`src/rtl/simt_stack_pkg.sv`:
```
package simt_stack_pkg;
  typedef enum logic [1:0] {
    ACT_NONE   = 2'd0,
    ACT_PUSH   = 2'd1,
    ACT_SETPC  = 2'd2,
    ACT_RETIRE = 2'd3
  } stk_act_e;
endpackage

```
`src/rtl/stk_popcnt.sv`:
```
module stk_popcnt #(
  parameter int LANES = 8,
  localparam int CNT_W = $clog2(LANES + 1)
) (
  input  logic [LANES-1:0] mask,
  output logic [CNT_W-1:0] count
);
  logic [CNT_W-1:0] part [LANES+1];
  assign part[0] = '0;
  for (genvar g = 0; g < LANES; g++) begin : g_sum
    assign part[g+1] = part[g] + CNT_W'(mask[g]);
  end
  assign count = part[LANES];
endmodule

```
`src/rtl/stk_entries.sv`:
```
module stk_entries #(
  parameter int PC_W  = 16,
  parameter int LANES = 8,
  parameter int DEPTH = 4,
  localparam int LVL_W = $clog2(DEPTH + 1)
) (
  input  logic             clk,
  input  logic             rst_n,
  input  logic [LVL_W-1:0] lvl,
  input  logic             push_we,
  input  logic [PC_W-1:0]  push_pc,
  input  logic [PC_W-1:0]  push_rpc,
  input  logic [LANES-1:0] push_mask,
  input  logic             setpc_we,
  input  logic [PC_W-1:0]  setpc_val,
  output logic [PC_W-1:0]  top_pc,
  output logic [PC_W-1:0]  top_rpc,
  output logic [LANES-1:0] top_mask
);
  logic [PC_W-1:0]  pc_q   [DEPTH];
  logic [PC_W-1:0]  rpc_q  [DEPTH];
  logic [LANES-1:0] mask_q [DEPTH];

  for (genvar i = 0; i < DEPTH; i++) begin : g_ent
    logic fill_en, pc_en;
    logic [PC_W-1:0] pc_d;
    // a push fills slot lvl; a PC write targets slot lvl-1
    assign fill_en = push_we && (lvl == LVL_W'(i));
    assign pc_en   = fill_en || (setpc_we && (lvl == LVL_W'(i + 1)));
    assign pc_d    = fill_en ? push_pc : setpc_val;

    always_ff @(posedge clk or negedge rst_n) begin
      if (!rst_n) begin
        pc_q[i]   <= '0;
        rpc_q[i]  <= '0;
        mask_q[i] <= '0;
      end else begin
        if (pc_en) pc_q[i] <= pc_d;
        if (fill_en) begin
          rpc_q[i]  <= push_rpc;
          mask_q[i] <= push_mask;
        end
      end
    end
  end

  always_comb begin
    top_pc   = '0;
    top_rpc  = '0;
    top_mask = '0;
    for (int i = 0; i < DEPTH; i++) begin
      if (lvl == LVL_W'(i + 1)) begin
        top_pc   = pc_q[i];
        top_rpc  = rpc_q[i];
        top_mask = mask_q[i];
      end
    end
  end
endmodule

```
`src/rtl/stk_ctrl.sv`:
```
module stk_ctrl
  import simt_stack_pkg::*;
#(
  parameter int PC_W  = 16,
  parameter int DEPTH = 4,
  localparam int LVL_W = $clog2(DEPTH + 1)
) (
  input  logic             clk,
  input  logic             rst_n,
  input  logic             push_valid,
  input  logic             push_nz,
  input  logic             pcwr_valid,
  input  logic [PC_W-1:0]  pcwr_pc,
  input  logic             retire_valid,
  input  logic             retire_pc_modified,
  input  logic             fetch_pending,
  input  logic [PC_W-1:0]  top_pc,
  input  logic [PC_W-1:0]  top_rpc,
  output logic [LVL_W-1:0] lvl,
  output logic             push_we,
  output logic             setpc_we,
  output logic [PC_W-1:0]  setpc_val,
  output logic             flush_ibuf,
  output logic             drop_fetch,
  output logic             dequeue,
  output logic             err_zero_mask,
  output logic             err_overflow,
  output logic             err_underflow
);
  stk_act_e         act;
  logic             empty, full, lvl_en;
  logic [LVL_W-1:0] lvl_d;
  logic [PC_W-1:0]  adv_pc;
  logic             flush_d, drop_d, deq_d, ez_d, ov_d, un_d;

  assign empty  = (lvl == '0);
  assign full   = (lvl == LVL_W'(DEPTH));
  assign adv_pc = top_pc + 1'b1;

  always_comb begin
    if (push_valid)        act = ACT_PUSH;
    else if (pcwr_valid)   act = ACT_SETPC;
    else if (retire_valid) act = ACT_RETIRE;
    else                   act = ACT_NONE;
  end

  always_comb begin
    lvl_en    = 1'b0;
    lvl_d     = lvl;
    push_we   = 1'b0;
    setpc_we  = 1'b0;
    setpc_val = pcwr_pc;
    flush_d   = 1'b0;
    drop_d    = 1'b0;
    deq_d     = 1'b0;
    ez_d      = 1'b0;
    ov_d      = 1'b0;
    un_d      = 1'b0;
    unique case (act)
      ACT_PUSH: begin
        if (!push_nz)   ez_d = 1'b1;
        else if (full)  ov_d = 1'b1;
        else begin
          push_we = 1'b1;
          lvl_en  = 1'b1;
          lvl_d   = lvl + 1'b1;
        end
      end
      ACT_SETPC: begin
        if (empty) un_d = 1'b1;
        else       setpc_we = 1'b1;
      end
      ACT_RETIRE: begin
        if (empty) un_d = 1'b1;
        else if (!retire_pc_modified) begin
          if (adv_pc == top_rpc) begin
            lvl_en  = 1'b1;
            lvl_d   = lvl - 1'b1;
            flush_d = 1'b1;
            drop_d  = fetch_pending;
          end else begin
            setpc_we  = 1'b1;
            setpc_val = adv_pc;
            deq_d     = 1'b1;
          end
        end
      end
      default: ;
    endcase
  end

  always_ff @(posedge clk or negedge rst_n) begin
    if (!rst_n) begin
      lvl           <= '0;
      flush_ibuf    <= 1'b0;
      drop_fetch    <= 1'b0;
      dequeue       <= 1'b0;
      err_zero_mask <= 1'b0;
      err_overflow  <= 1'b0;
      err_underflow <= 1'b0;
    end else begin
      if (lvl_en) lvl <= lvl_d;
      flush_ibuf    <= flush_d;
      drop_fetch    <= drop_d;
      dequeue       <= deq_d;
      err_zero_mask <= ez_d;
      err_overflow  <= ov_d;
      err_underflow <= un_d;
    end
  end
endmodule

```
`src/rtl/simt_div_stack.sv`:
```
module simt_div_stack #(
  parameter int PC_W  = 16,
  parameter int LANES = 8,
  parameter int DEPTH = 4,
  localparam int LVL_W = $clog2(DEPTH + 1),
  localparam int CNT_W = $clog2(LANES + 1)
) (
  input  logic             clk,
  input  logic             rst_n,
  input  logic             push_valid,
  input  logic [PC_W-1:0]  push_pc,
  input  logic [PC_W-1:0]  push_rpc,
  input  logic [LANES-1:0] push_mask,
  input  logic             pcwr_valid,
  input  logic [PC_W-1:0]  pcwr_pc,
  input  logic             retire_valid,
  input  logic             retire_pc_modified,
  input  logic             fetch_pending,
  output logic [PC_W-1:0]  cur_pc,
  output logic [PC_W-1:0]  cur_rpc,
  output logic [LANES-1:0] cur_mask,
  output logic [CNT_W-1:0] active_lanes,
  output logic             flush_ibuf,
  output logic             drop_fetch,
  output logic             dequeue,
  output logic             err_zero_mask,
  output logic             err_overflow,
  output logic             err_underflow
);
  logic [LVL_W-1:0] lvl;
  logic             push_we, setpc_we;
  logic [PC_W-1:0]  setpc_val;

  stk_ctrl #(.PC_W(PC_W), .DEPTH(DEPTH)) u_ctrl (
    .clk                (clk),
    .rst_n              (rst_n),
    .push_valid         (push_valid),
    .push_nz            (|push_mask),
    .pcwr_valid         (pcwr_valid),
    .pcwr_pc            (pcwr_pc),
    .retire_valid       (retire_valid),
    .retire_pc_modified (retire_pc_modified),
    .fetch_pending      (fetch_pending),
    .top_pc             (cur_pc),
    .top_rpc            (cur_rpc),
    .lvl                (lvl),
    .push_we            (push_we),
    .setpc_we           (setpc_we),
    .setpc_val          (setpc_val),
    .flush_ibuf         (flush_ibuf),
    .drop_fetch         (drop_fetch),
    .dequeue            (dequeue),
    .err_zero_mask      (err_zero_mask),
    .err_overflow       (err_overflow),
    .err_underflow      (err_underflow)
  );

  stk_entries #(.PC_W(PC_W), .LANES(LANES), .DEPTH(DEPTH)) u_ent (
    .clk       (clk),
    .rst_n     (rst_n),
    .lvl       (lvl),
    .push_we   (push_we),
    .push_pc   (push_pc),
    .push_rpc  (push_rpc),
    .push_mask (push_mask),
    .setpc_we  (setpc_we),
    .setpc_val (setpc_val),
    .top_pc    (cur_pc),
    .top_rpc   (cur_rpc),
    .top_mask  (cur_mask)
  );

  stk_popcnt #(.LANES(LANES)) u_cnt (
    .mask  (cur_mask),
    .count (active_lanes)
  );
endmodule

```
`config.mk`:
```
export PLATFORM = sky130hd
export DESIGN_NAME = simt_div_stack
export DESIGN_NICKNAME = d
export VERILOG_FILES = /design/src/rtl/simt_stack_pkg.sv /design/src/rtl/stk_popcnt.sv /design/src/rtl/stk_entries.sv /design/src/rtl/stk_ctrl.sv /design/src/rtl/simt_div_stack.sv
export SDC_FILE = /design/constraint.sdc
export NUM_CORES = 1
export LEC_CHECK = 0
export ABC_AREA = 1
export BUFFER_PORTS_ARGS = -buffer_cell sky130_fd_sc_hd__buf_2
export CORE_ASPECT_RATIO = 1.75
export CORE_MARGIN = 2
export CORE_UTILIZATION = 55
export CTS_CLUSTER_SIZE = 24
export DETAILED_ROUTE_END_ITERATION = 8
export PLACE_DENSITY_LB_ADDON = 0.15
export RECOVER_POWER = 25
export SYNTH_ARGS = -nofsm -noshare
export SYNTH_HDL_FRONTEND = slang
export SYNTH_SLANG_ARGS = --single-unit
```
`constraint.sdc`:
```
create_clock -name clk -period 7.4 [get_ports clk]
set_input_delay 1.48 -clock clk [delete_from_list [all_inputs] [get_ports clk]]
set_output_delay 1.48 -clock clk [all_outputs]
set_load 0.01 [all_outputs]
```
After elaboration in Yosys (flattened, before gate mapping)
Index checks and enable logic that the tools add are counted. Widths: inputs -> output; s select.

Word-level logic and storage cells: 113. Memories: 0. Input port bits: 63. Output and inout port bits: 50. RAM bits: 0. Latch bits: 0. Bits in read-only memories: 0. Register bits after elaboration: 169.

Multiplexer cells: 54. Magnitude comparators: 0. Divide/modulo/power cells: 0. Reductions and logical operators: 17. Equality and inequality tests: 13. $add $sub $neg: 10. Shift-type cells: 0. Bitwise logic cells: 0. $mul: 0.

Operators with widths (number): $mux 16 (16); $mux 8 (4); $add 4x1->4 (6); $mux 1 (23); $add 16x1->16 const B (1); $eq 16x16->1 (1); $mux 3 (5); $logic_and 1x1->1 (8); $reduce_or 8->1 (1); $reduce_and 7->1 (1); $eq 3x2->1 const B (2); $mux 2 (3); $ne 2x2->1 const B (3); $pmux 3 s2 (1); $eq 2x2->1 const B (2); $logic_or 1x1->1 (4); $ne 2x1->1 const B (2); $pmux 1 s2 (2); $add 3x1->3 const B (1); $eq 3x1->1 const B (1); $eq 3x3->1 const B (1); $logic_not 3->1 (1); $sub 3x1->3 const B (1); $add 1x1->2 (1); 3 further kinds (3).

Longest topological paths before layout
Gate-level depths: netlist of run 1.

Depth in word-level cells: 13. Depth in mapped cells: 29. Mapped depth without buffers: 26.

By module
From an unflattened synthesis of run 1, not the netlist that was laid out.

Cell total of the unflattened synthesis: 1345. Area, all modules: 9681.8 µm².

By module, submodules not included: stk_entries (area an instance 7836.3 µm², sequential area each 4003.8 µm², instances 1, cells an instance 1040); stk_ctrl (area an instance 1587.8 µm², sequential area each 225.2 µm², instances 1, cells an instance 261); stk_popcnt (area an instance 201.4 µm², sequential area each 0.0 µm², instances 1, cells an instance 29); simt_div_stack (area an instance 56.3 µm², sequential area each 0.0 µm², instances 1, cells an instance 15).

Worst setup path after synthesis of run 1
OpenSTA, ideal clock, no wires.

Path type: register to output. From: register u_ctrl.lvl[2]. To: output port active_lanes[1]. Arrival: 4754 ps. Path buffers: 6. Data required time: 5920 ps. Slack: 1166 ps. Stages on the path, launching flop included: 21. Path through: dfrtp_1 -> inv_2 -> buf_4 -> ha_1 -> buf_2 -> clkinv_1 -> buf_2 -> buf_2 -> buf_1 -> clkbuf_1 -> o21ai_0 -> o21ai_0 -> ha_1 -> inv_1 -> fa_1 -> fa_1 -> inv_1 -> fa_1 -> inv_1 -> fa_1 -> inv_1.

Longest elaborated chain between the ends: 12. Elaborated cells between the ends (all ways): 15. Those cells by class: add/sub: 7; eq/ne: 4; mux: 4.

RTL lines: from (decl) (line stk_ctrl.sv:19) `output logic [LVL_W-1:0] lvl,`; from (signal assigned) (line stk_ctrl.sv:102) `if (lvl_en) lvl <= lvl_d;`; $eq 3x1->1 (line stk_entries.sv:52) `if (lvl == LVL_W'(i + 1)) begin`; $mux 8 (3 in series) (line stk_entries.sv:52); $mux 8 * (line stk_entries.sv:52); net cur_mask[1] (line simt_div_stack.sv:21) `output logic [LANES-1:0] cur_mask,`; $add 1x1->2 * (line stk_popcnt.sv:11) `assign part[g+1] = part[g] + CNT_W'(mask[g]);`; $add 4x1->4 * (6 in series) (line stk_popcnt.sv:11); to (decl) (line simt_div_stack.sv:22) `output logic [CNT_W-1:0] active_lanes,`.

Mark *: on every way through the listed nets, which the timed path passes. The rest lies on a longest branch.

Worst setup path after layout of run 1
From: register u_ctrl.lvl[1]. To: output port active_lanes[1].

Longest elaborated chain between the ends: 12. Elaborated cells between the ends (all ways): 15. Those cells by class: add/sub: 7; eq/ne: 4; mux: 4.

RTL lines (line): $eq 3x1->1 (stk_entries.sv:52); $mux 8 (3 in series) (stk_entries.sv:52); $mux 8 * (stk_entries.sv:52); $add 1x1->2 (stk_popcnt.sv:11); $add 4x1->4 (5 in series) (stk_popcnt.sv:11); $add 4x1->4 * (stk_popcnt.sv:11).

Every way passes the cells marked *; elsewhere a longest branch is shown, timed or not.

==> results of run 1 <==
[state kept, by name (all words and copies together) (netlist names)]
signal	count
u_ent.mask_q	32
u_ctrl.err_zero_mask	1
u_ctrl.flush_ibuf	1
u_ent.pc_q	64
u_ent.rpc_q	64
u_ctrl.drop_fetch	1
u_ctrl.err_underflow	1
u_ctrl.lvl	3
u_ctrl.err_overflow	1
u_ctrl.dequeue	1
[how the worst min path moves through the flow]
stage | start | to | cells after the start
6_report | u_ent.pc_q[59] | u_ent.pc_q[59] | 2
5_1_grt | u_ent.pc_q[21] | u_ent.pc_q[21] | 2
4_1_cts | u_ent.pc_q[43] | u_ent.pc_q[43] | 2
3_5_place_dp | u_ent.pc_q[21] | u_ent.pc_q[21] | 2
3_3_place_gp | u_ent.mask_q[13] | u_ent.mask_q[13] | 2
2_1_floorplan | u_ent.mask_q[11] | u_ent.mask_q[11] | 2
[logic make-up after synthesis]
kind of cell	after synthesis
adders and majority gates	14
DFF	169
and+or+nand+nor	887
xor gates and xnor gates	6
AOI/OAI and AO/OA	161
buffers and inverters	237
[routing by layer]
metal	vias up	share of wire (%)	GRT usage (%)
met3	135	6.4	5.172
met5	-	0	0
met4	0	6.5	22.36
met2	425	50	57.59
li1	4836	-	-
met1	4708	37	37.94
[layout by cell type, fill, tap and decap left out, types with 4 or more instances in the layout]
cell / Yosys / final
dfrtp_1: 169 / 169
inv_1: 154 / 152
nor2_2: 8 / 9
a21oi_2: 4 / 4
nor2_1: 54 / 52
buf_4: 7 / 13
clkbuf_16: 0 / 17
nand2_1: 519 / 518
clkinvlp_4: 0 / 4
xor2_1: 4 / 4
bufinv_16: 0 / 4
inv_2: 6 / 10
o21ai_0: 123 / 123
buf_2: 13 / 109
inv_6: 0 / 5
o211ai_1: 19 / 19
nand3_1: 250 / 250
ha_1: 10 / 10
nor2_4: 8 / 9
a21oi_1: 4 / 4
nand4_1: 8 / 8
nand2_2: 23 / 24
fa_1: 4 / 4
[area by class of cell]
cell class	count	area, um^2	area share (%)
clock buffer	17	425.4	3.691
timing repair buffer	125	660.6	5.732
inverter	163	611.8	5.309
clock inverter	15	210.2	1.824
sequential	169	4229	36.70
multi-input combinational	1068	5090	44.16
tap	238	297.8	2.584
[critical path: stages (launching register included)]
cell and delay (ps):
dfrtp_1 410, inv_1 120, ha_1 500, inv_1 110
nor2_2 320, nand3_1 140, nand3_1 90, o21ai_0 90
o21ai_0 240, ha_1 270, inv_1 60, fa_1 430
fa_1 500, inv_1 50, fa_1 380, inv_1 80
fa_1 400, inv_1 60, buf_2 120
[power breakdown]
part	switching [mW]	internal, mW	leakage [nW]
logic	2.08	0.972	3.78
clock network	0.410	0.572	0.299
registers	0.232	1.34	2.13
total	2.72	2.88	6.21
[stage by stage]
step / total power, mW / cells
2_1_floorplan: 3.657 / 1474
3_3_place_gp: 4.511 / 1763
3_5_place_dp: 4.584 / 1763
4_1_cts: 5.586 / 1795
5_1_grt: 6.040 / 1795
6_report: 5.598 / 1795
==> flow_metrics.tcl, run 1 <==
set metrics [dict create \
    synth_top_family_by_area "simple AND/OR/NAND/NOR gates" \
    status "finished with violations" \
    wl_um 32130 \
    initialDrtViolationCount 766 \
    die_height_um 185.0 \
    ys.flop_type "dfrtp_1" \
    period_share_pct 84.94 \
    arrival_ps 4810 \
    cp-end-kind "primary output" \
    antenna_found_initial 0 \
    worst_r2r_endpoint "u_ent.pc_q[2]" \
    synthSimpleGateAreaFrac_pct 37.91 \
    worst_pin_slew_ps 4865 \
    ys.warnings.count 0 \
    hold_viol 0 \
    pwr_density_cell_mw_per_mm2 485.7 \
    cts-resized-gates 0 \
    violations "capacitance limit, slew limit" \
    max-vdd-ir-drop_mv 0.2956 \
    grt_max_degree 100 \
    diodes 0 \
    crit_path_end "active_lanes[1]" \
    drt_pass1_iterations 7 \
    r2r_cells 27 \
    synth_compound_area_share_pct 8.861 \
    tns_ps 0 \
    wl_per_cell_um 17.90 \
    insertion_delay_ps 450 \
    cts_hold_buf 0 \
    reg2reg_from "u_ctrl.lvl[0]" \
    synth_mux_area_share_pct 0 \
    fillers 1756 \
    root_buffer "clkbuf_16" \
    h-tree-depth 4 \
    fin_nets 1621 \
    hpwl_um 21340 \
    cts_tree "yes" \
    drv_cap 1 \
    die_w_um 107.4 \
    ios 113 \
    hold_slack_ps 484.7 \
    slew_viol_final 100 \
    synth-seq-cells 169 \
    rsz0062_at_grt "no" \
    clock_sinks 169 \
    ant_nets 0 \
    slew_headroom_pct -224.4 \
    synth_top_cells_by_count "nand2_1 (519), nand3_1 (250), dfrtp_1 (169)" \
    grt_pass1_wl_um 50850 \
    rows 66 \
    r2r_slack_ps 1660 \
    synth-adder-area-share_pct 1.993 \
    numPortBuffers 112 \
    criticalPathCategory "reg2out" \
    yosys.area.top_type "dfrtp_1" \
    p_leak_nw 6.211 \
    fin_crit_ps 6286 \
    netlist_area_mm2 0.01029 \
    synth-edff-count 0 \
    drcViolationCount 0 \
    hp-class "reg2reg" \
    fin_skew_ps 13.01 \
    start_util_pct 55.65 \
    area_growth_pct 11.96 \
    worstSetupStartpointType "register" \
    final_cell_area_mm2 0.01152 \
    place.gp.congestion 0.9339 \
    synth.net_count 1551 \
    cts_max_path_buffers 2 \
    synthCells 1474 \
    core_mm2 0.01850 \
    synthArstFlopShare_pct 100.0 \
    crit_fanout 12 \
    numCtsBuffers 17 \
    yosysMostFrequentCell "nand2_1" \
    clkTransAtPathRegs_ps 70 \
    critPathRequiredTime_ps 5920 \
    drive_above_1_share_pct 14.26 \
    synth_xor_area_share_pct 0.5105 \
    maxClockFrequency_ghz 0.1591 \
    vias_per_cell 5.629 \
    yosysSeqAreaShare_pct 41.08 \
    synth_area_per_cell_um2 6.983 \
    synth_area_leaders "dfrtp_1 (41%), nand2_1 (19%), nand3_1 (12%), o21ai_0 (6.0%), inv_1 (5.6%)" \
    cts_setup_buffers 0 \
    grt_pass1_vias 9840 \
    setup_viol 0 \
    dr_total_vias 10104 \
    dp_slack_ps 1570 \
    netlist.area_leader.share_pct 41.08 \
    worst_slack_ps 1114 \
    startpoint "u_ctrl.lvl[1]" \
    dieArea_mm2 0.01987 \
    synth.distinct_cells 37 \
    placed_cell_area_mm2 0.01089 \
    grt_overflow_total 0 \
    track_usage_pct 33.48 \
    fin_util_pct 62.30 \
]
No activity file was read; power rests on OpenSTA's default activity.
==> run 2: changes to the inputs <==
--- a/config.mk
+++ b/config.mk
@@ -5,7 +5,7 @@
 export SDC_FILE = /design/constraint.sdc
 export NUM_CORES = 1
 export LEC_CHECK = 0
-export ABC_AREA = 1
+export ABC_AREA = 0
 export BUFFER_PORTS_ARGS = -buffer_cell sky130_fd_sc_hd__buf_2
 export CORE_ASPECT_RATIO = 1.75
 export CORE_MARGIN = 2
==> constraint.sdc (replaced) <==
create_clock -name clk -period 6.05 [get_ports clk]
set_input_delay 1.21 -clock clk [delete_from_list [all_inputs] [get_ports clk]]
set_output_delay 1.21 -clock clk [all_outputs]
set_load 0.01 [all_outputs]
==> run 2 against run 1 <==
  * Clock power up 17%
  * Final cell count down 23%
  * Critical endpoint unchanged
  * Die area down 5.2%
  * Clock skew down 2.0 ps
  * Largest cell class unchanged
  * Clock-buffer cell count up 2
  * The flow still finishes with violations (capacitance limit, slew limit)
  * Wire length up 1.4%
  * Flip-flop and latch count unchanged
  * Combinational power up 36%
==> flow_metrics.tcl, run 2 <==
set metrics [dict create \
    status "finished with violations" \
    violations "capacitance limit, slew limit" \
    h-tree-depth 4 \
    grt_pass1_vias 9010 \
    tns_ps 0 \
    period_share_pct 96.44 \
    numCtsBuffers 17 \
    wl_per_cell_um 23.59 \
    reg_top3 "u_ent.pc_q: 64 flops, u_ent.rpc_q: 64 flops, u_ent.mask_q: 32 flops" \
    track_usage_pct 35.09 \
    max_stage_delay_ps 500 \
    r2r_cells 17 \
    core_mm2 0.01746 \
    synth-seq-cells 169 \
    hpwl_um 22310 \
    ant_nets 0 \
    ys.warnings.count 0 \
    slew_viol_final 74 \
    p_total_mw 7.332 \
    die_w_um 104.6 \
    initialDrtViolationCount 707 \
    yosys.area.top_type "dfrtp_1" \
    critPathSlowestCell "fa_1" \
    fin_nets 1215 \
    cp-end-kind "primary output" \
    fin_crit_ps 5834 \
    cts_tree "yes" \
    rsz0062_at_grt "no" \
    synth_area_leaders "dfrtp_1 (43%), nand2_1 (7.0%), mux2_2 (6.0%), o221ai_1 (4.3%), a22oi_1 (3.3%)" \
    p_int_mw 4.041 \
    grt_overflow_total 0 \
    arrival_ps 4620 \
    grt_pass1_wl_um 50720 \
    cts_max_path_buffers 2 \
    rows 64 \
    drv_cap 1 \
    critPathRequiredTime_ps 4840 \
    cts_hold_buf 0 \
    root_buffer "clkbuf_16" \
    slew_headroom_pct -173.5 \
    clock_sinks 169 \
    grt_max_degree 74 \
    final_common_cell "nand2_1" \
    crit_path_end "active_lanes[1]" \
    ios 113 \
    maxClockFrequency_ghz 0.1714 \
    area_growth_pct 15.70 \
    synth_area_per_cell_um2 9.410 \
    use_met1_pct 40.96 \
    dieArea_mm2 0.01883 \
    pwr_density_cell_mw_per_mm2 650.7 \
    max-vdd-ir-drop_mv 0.3319 \
    drive_above_1_share_pct 23.22 \
    worst_r2r_endpoint "u_ent.pc_q[56]" \
    p_leak_nw 5.211 \
    crit_chain "ha_1 > ha_2 > and2b_1 > buf_4 > a22oi_1 > o21ai_2 > ha_1 > inv_1 > fa_1 > fa_1 > inv_1 > fa_1 > inv_1 > fa_1 > inv_1 > buf_2" \
    netlist_area_mm2 0.009739 \
    synthCells 1035 \
    ys.flop_type "dfrtp_1" \
    synth-edff-count 0 \
    fin_skew_ps 11.04 \
    switching_power_mw 3.291 \
    swShare_pct 44.89 \
    numPortBuffers 112 \
    synth.distinct_cells 69 \
    vias_per_cell 6.458 \
    worstSetupStartpointType "register" \
    crit_fanout 16 \
    combPwrFrac_pct 56.7 \
    hold_viol 0 \
    clockPowerShare_pct 15.7 \
    hp-class "reg2reg" \
    yosysSeqAreaShare_pct 43.42 \
    reg2reg_from "u_ctrl.lvl[1]" \
    die_height_um 180.0 \
    clkTransAtPathRegs_ps 60 \
    worst_pin_slew_ps 4102 \
    insertion_delay_ps 440 \
    r2r_slack_ps 530 \
    synth.net_count 1112 \
    startpoint "u_ctrl.lvl[1]" \
    wl_um 32600 \
    drt_pass1_iterations 6 \
    top_usage_layer "met2" \
    antenna_found_initial 0 \
    place.gp.congestion 0.9663 \
    yosysMostFrequentCell "nand2_1" \
    dr_total_vias 8925 \
    seq_power_share_pct 27.5 \
    start_util_pct 55.79 \
    drcViolationCount 0 \
    netlist.area_leader.share_pct 43.42 \
    mostFrequentLayoutCells "nand2_1 (181), dfrtp_1 (169), buf_2 (110)" \
    criticalPathCategory "reg2out" \
    setup_viol 0 \
    synth_top_cells_by_count "nand2_1 (181), dfrtp_1 (169), inv_1 (79)" \
    synthArstFlopShare_pct 100.0 \
    use_met3_pct 6.474 \
    grt.met2_usage_pct 57.46 \
]
run 2: per-stage QoR:
stage / util [%] / hold WS [ps] / instances / cell area, um^2 / worst slack [ps]
global placement: 60.77 / 450.9 / 1349 / 10610 / 564.7
finish: 64.55 / 475.1 / 1382 / 11270 / 215.6
floorplan: - / 436.9 / 1035 / 9763 / 31.83
detailed placement: 60.77 / 462.6 / 1349 / 10610 / 409.6
global route: 64.54 / 491.9 / 1381 / 11270 / 9.062
CTS: 64.37 / 479.3 / 1380 / 11240 / 23.06
run 2: area by class of cell:
type	count	area, um^2
well taps	231	289.0
multi-input cells	716	4951
inverters	79	296.5
clock inverters	12	165.2
diodes	1	2.502
repair buffers	155	882.1
flip-flops and latches	169	4229
fillers	1562	6188
clock buffers	19	452.9
run 2: power groups by stage:
stage,Clock (mW),Combinational (mW),Sequential [mW]
global route,1.21,4.49,2.07
detailed placement,0,4.04,2.01
global placement,0,3.97,2.00
CTS,1.17,4.06,2.00
floorplan,0,2.79,1.91
finish,1.15,4.16,2.02
run 2: per-layer routing:
metal / wire, um / vias to the layer above
li1: - / 3899
met1: 11880 / 4394
met2: 15870 / 494
met4: 2499 / 0
met5: 0 / -
met3: 2349 / 138
run 2: worst min path at each step:
stage,slack (ps),end,from,cells after the start
floorplan,440,u_ent.rpc_q[14],u_ent.rpc_q[14],2
global placement,450,u_ent.rpc_q[14],u_ent.rpc_q[14],2
detailed placement,460,u_ent.rpc_q[51],u_ent.rpc_q[51],2
CTS,480,u_ent.mask_q[3],u_ent.mask_q[3],2
global route,490,u_ent.rpc_q[51],u_ent.rpc_q[51],2
finish,480,u_ent.mask_q[3],u_ent.mask_q[3],2
run 2: repair_timing:
action / 4_1_cts / 5_1_grt
endpoints found under the setup margin: 1 / 2
pin swaps: 0 / 1
gates resized for setup: 1 / 6
setup buffers: 0 / 1
run 2: kinds of logic (layout without fill, tap and decap cells):
kind of cell / Yosys count / after routing / synth area share [%]
flops: 169 / 169 / 43.42
simple gates: 335 / 335 / 16.75
compound gates: 265 / 265 / 20.09
other cells: 0 / 1 / 0
buf+inv: 150 / 265 / 6.513
fa+ha+maj: 14 / 14 / 2.107
xor+xnor: 33 / 33 / 3.250
mux: 69 / 69 / 7.862
run 2: critical path, delay by kind of cell, from the launching register on:
family | cells | cell delay, ps
AND/OR/NAND/NOR | 1 | 260
buffers and inverters | 6 | 690
AO/OA/AOI/OAI | 2 | 250
flip-flops | 1 | 410
adder cells (fa/ha/maj) | 7 | 2610
==> run 3: changes to the inputs <==
--- a/config.mk
+++ b/config.mk
@@ -7,9 +7,9 @@
 export LEC_CHECK = 0
 export ABC_AREA = 0
 export BUFFER_PORTS_ARGS = -buffer_cell sky130_fd_sc_hd__buf_2
-export CORE_ASPECT_RATIO = 1.75
 export CORE_MARGIN = 2
-export CORE_UTILIZATION = 55
+export CORE_UTILIZATION = 61
+export CTS_BUF_LIST = sky130_fd_sc_hd__clkbuf_4 sky130_fd_sc_hd__clkbuf_8
 export CTS_CLUSTER_SIZE = 24
 export DETAILED_ROUTE_END_ITERATION = 8
 export PLACE_DENSITY_LB_ADDON = 0.15
==> run 3 against run 2 <==
  * The flow still finishes with violations (capacitance limit, slew limit)
  * Largest cell class unchanged
  * Worst hold slack improved by 7.0 ps
  * Die area decreased by 9.8%
  * Critical path depth up 1
  * Sequential share of layout area is 1.1 points higher
  * Via count rose by 0.15%
==> flow_metrics.tcl, run 3 (same netlist as run 2, synthesis figures left out) <==
set metrics [dict create \
    drv_cap 1 \
    cp-end-kind "primary output" \
    numCtsBuffers 17 \
    clkTransAtPathRegs_ps 100 \
    worstSetupStartpointType "register" \
    initialDrtViolationCount 909 \
    fin_nets 1204 \
    diodes 0 \
    regArea_mm2 0.004229 \
    tns_ps 0 \
    rsz0062_at_grt "no" \
    dr_total_vias 8938 \
    grt_overflow_total 0 \
    status "finished with violations" \
    multiInputGateArea_mm2 0.004943 \
    vias_per_cell 6.596 \
    criticalPathCategory "reg2out" \
    p_total_mw 6.886 \
    startpoint "u_ctrl.lvl[0]" \
    hpwl_um 20200 \
    rows 46 \
    critPathRequiredTime_ps 4840 \
    place.gp.congestion 1.040 \
    violations "capacitance limit, slew limit" \
    dp_slack_ps 509.1 \
    setup_viol 0 \
    fin_crit_ps 5792 \
    insertion_delay_ps 490 \
    wl_um 30810 \
    p_leak_nw 5.063 \
    fin_skew_ps 25.30 \
    dieArea_mm2 0.01699 \
    period_share_pct 95.74 \
    die_w_um 130.4 \
    worst_pin_slew_ps 4353 \
    fillers 1300 \
    slew_viol_final 79 \
    max_stage_delay_ps 510 \
    cts_max_path_buffers 2 \
    pwr_density_cell_mw_per_mm2 629.2 \
    cts_tree "yes" \
    antenna_found_initial 1 \
    grt_max_degree 79 \
    grt_pass1_wl_um 47240 \
    grt_pass1_vias 8598 \
    drt_pass1_iterations 6 \
    hp-start "u_ent.rpc_q[52]" \
    mostFrequentLayoutCells "nand2_1 (181), dfrtp_1 (169), buf_2 (111)" \
    maxClockFrequency_ghz 0.1726 \
    arrival_ps 4580 \
    hp-class "reg2reg" \
    root_buffer "clkbuf_8" \
    final_common_cell "nand2_1" \
    drcViolationCount 0 \
    max-vdd-ir-drop_mv 0.3558 \
    hold_slack_ps 482.1 \
    critPathSlowestCell "ha_4" \
    core_mm2 0.01577 \
    ios 113 \
    cp_top_family "adder cells" \
    h-tree-depth 4 \
    hold_viol 0 \
    start_util_pct 61.76 \
    crit_fanout 41 \
    reg2reg_from "u_ctrl.lvl[0]" \
    drive_above_1_share_pct 22.56 \
    cp_num_buf_inv 6 \
    wl_per_cell_um 22.74 \
    crit_chain "inv_1 > ha_4 > nor2_1 > a21oi_1 > nor2_1 > a21oi_1 > o21ai_2 > ha_1 > inv_1 > fa_1 > fa_1 > inv_1 > fa_1 > inv_1 > fa_1 > inv_1 > buf_2" \
    clock_sinks 169 \
    numPortBuffers 112 \
    area_growth_pct 12.37 \
    ant_nets 0 \
    reg_top3 "u_ent.pc_q: 64 flops, u_ent.rpc_q: 64 flops, u_ent.mask_q: 32 flops" \
    track_usage_pct 37.14 \
    dp.cells 1324 \
    instances_no_fill 1355 \
    worst_slack_ps 257.7 \
    cts_setup_buffers 0 \
    die_height_um 130.4 \
    slew_headroom_pct -190.2 \
    cpMostUsedCell "inv_1" \
]
[run 3: area by class of cell]
| type | instances | area share (%) |
|---|---|---|
| sequential | 169 | 38.64 |
| inverter | 79 | 2.710 |
| tap | 216 | 2.469 |
| timing repair buffer | 144 | 7.305 |
| clock buffer | 18 | 2.264 |
| multi-input combinational | 716 | 45.17 |
| clock inverter | 13 | 1.440 |
[run 3: worst min-delay path, stage by stage (launching register included)]
cell and delay, ps:
dfrtp_1 350, nand2_1 50, nand2_1 50
[run 3: worst paths after layout]
kind	to	depth (start not counted)	slack, ps
max in group asynchronous	u_ent.pc_q[29]	1	1360
hold reg to reg	u_ent.rpc_q[52]	2	480
setup / recovery	active_lanes[1]	17	260
setup reg to reg	u_ent.pc_q[9]	16	630
hold / removal	u_ent.rpc_q[52]	2	480
min in group asynchronous	u_ent.pc_q[9]	1	2270
[run 3: through the flow]
| stage | cell area, um^2 | utilization, % |
|---|---|---|
| global placement | 10520 | 66.70 |
| detailed placement | 10520 | 66.70 |
| CTS | 10920 | 69.27 |
| global route | 10940 | 69.40 |
| finish | 10940 | 69.40 |
| floorplan | 9763 | - |
[run 3: power by group]
group | switching, mW | leakage [nW] | total (mW) | internal [mW]
clock network | 0.470 | 0.203 | 0.859 | 0.389
registers | 0.346 | 2.07 | 2.01 | 1.67
logic | 2.37 | 2.79 | 4.01 | 1.64
[run 3: timing repair]
action | in CTS | in global routing
hold buffers | 0 | 0
setup endpoints to repair | 0 | 2
gates resized for setup | 0 | 6
[run 3: metal layers]
metal	vias to the layer above	routed length [um]	share of wire, %	track usage [%]
met5	-	13	0.042	0
met4	2	1410	4.6	18.02
met3	134	3286	11	9.225
met2	589	13840	45	56.30
met1	4335	12250	40	50.31
li1	3878	-	-	-
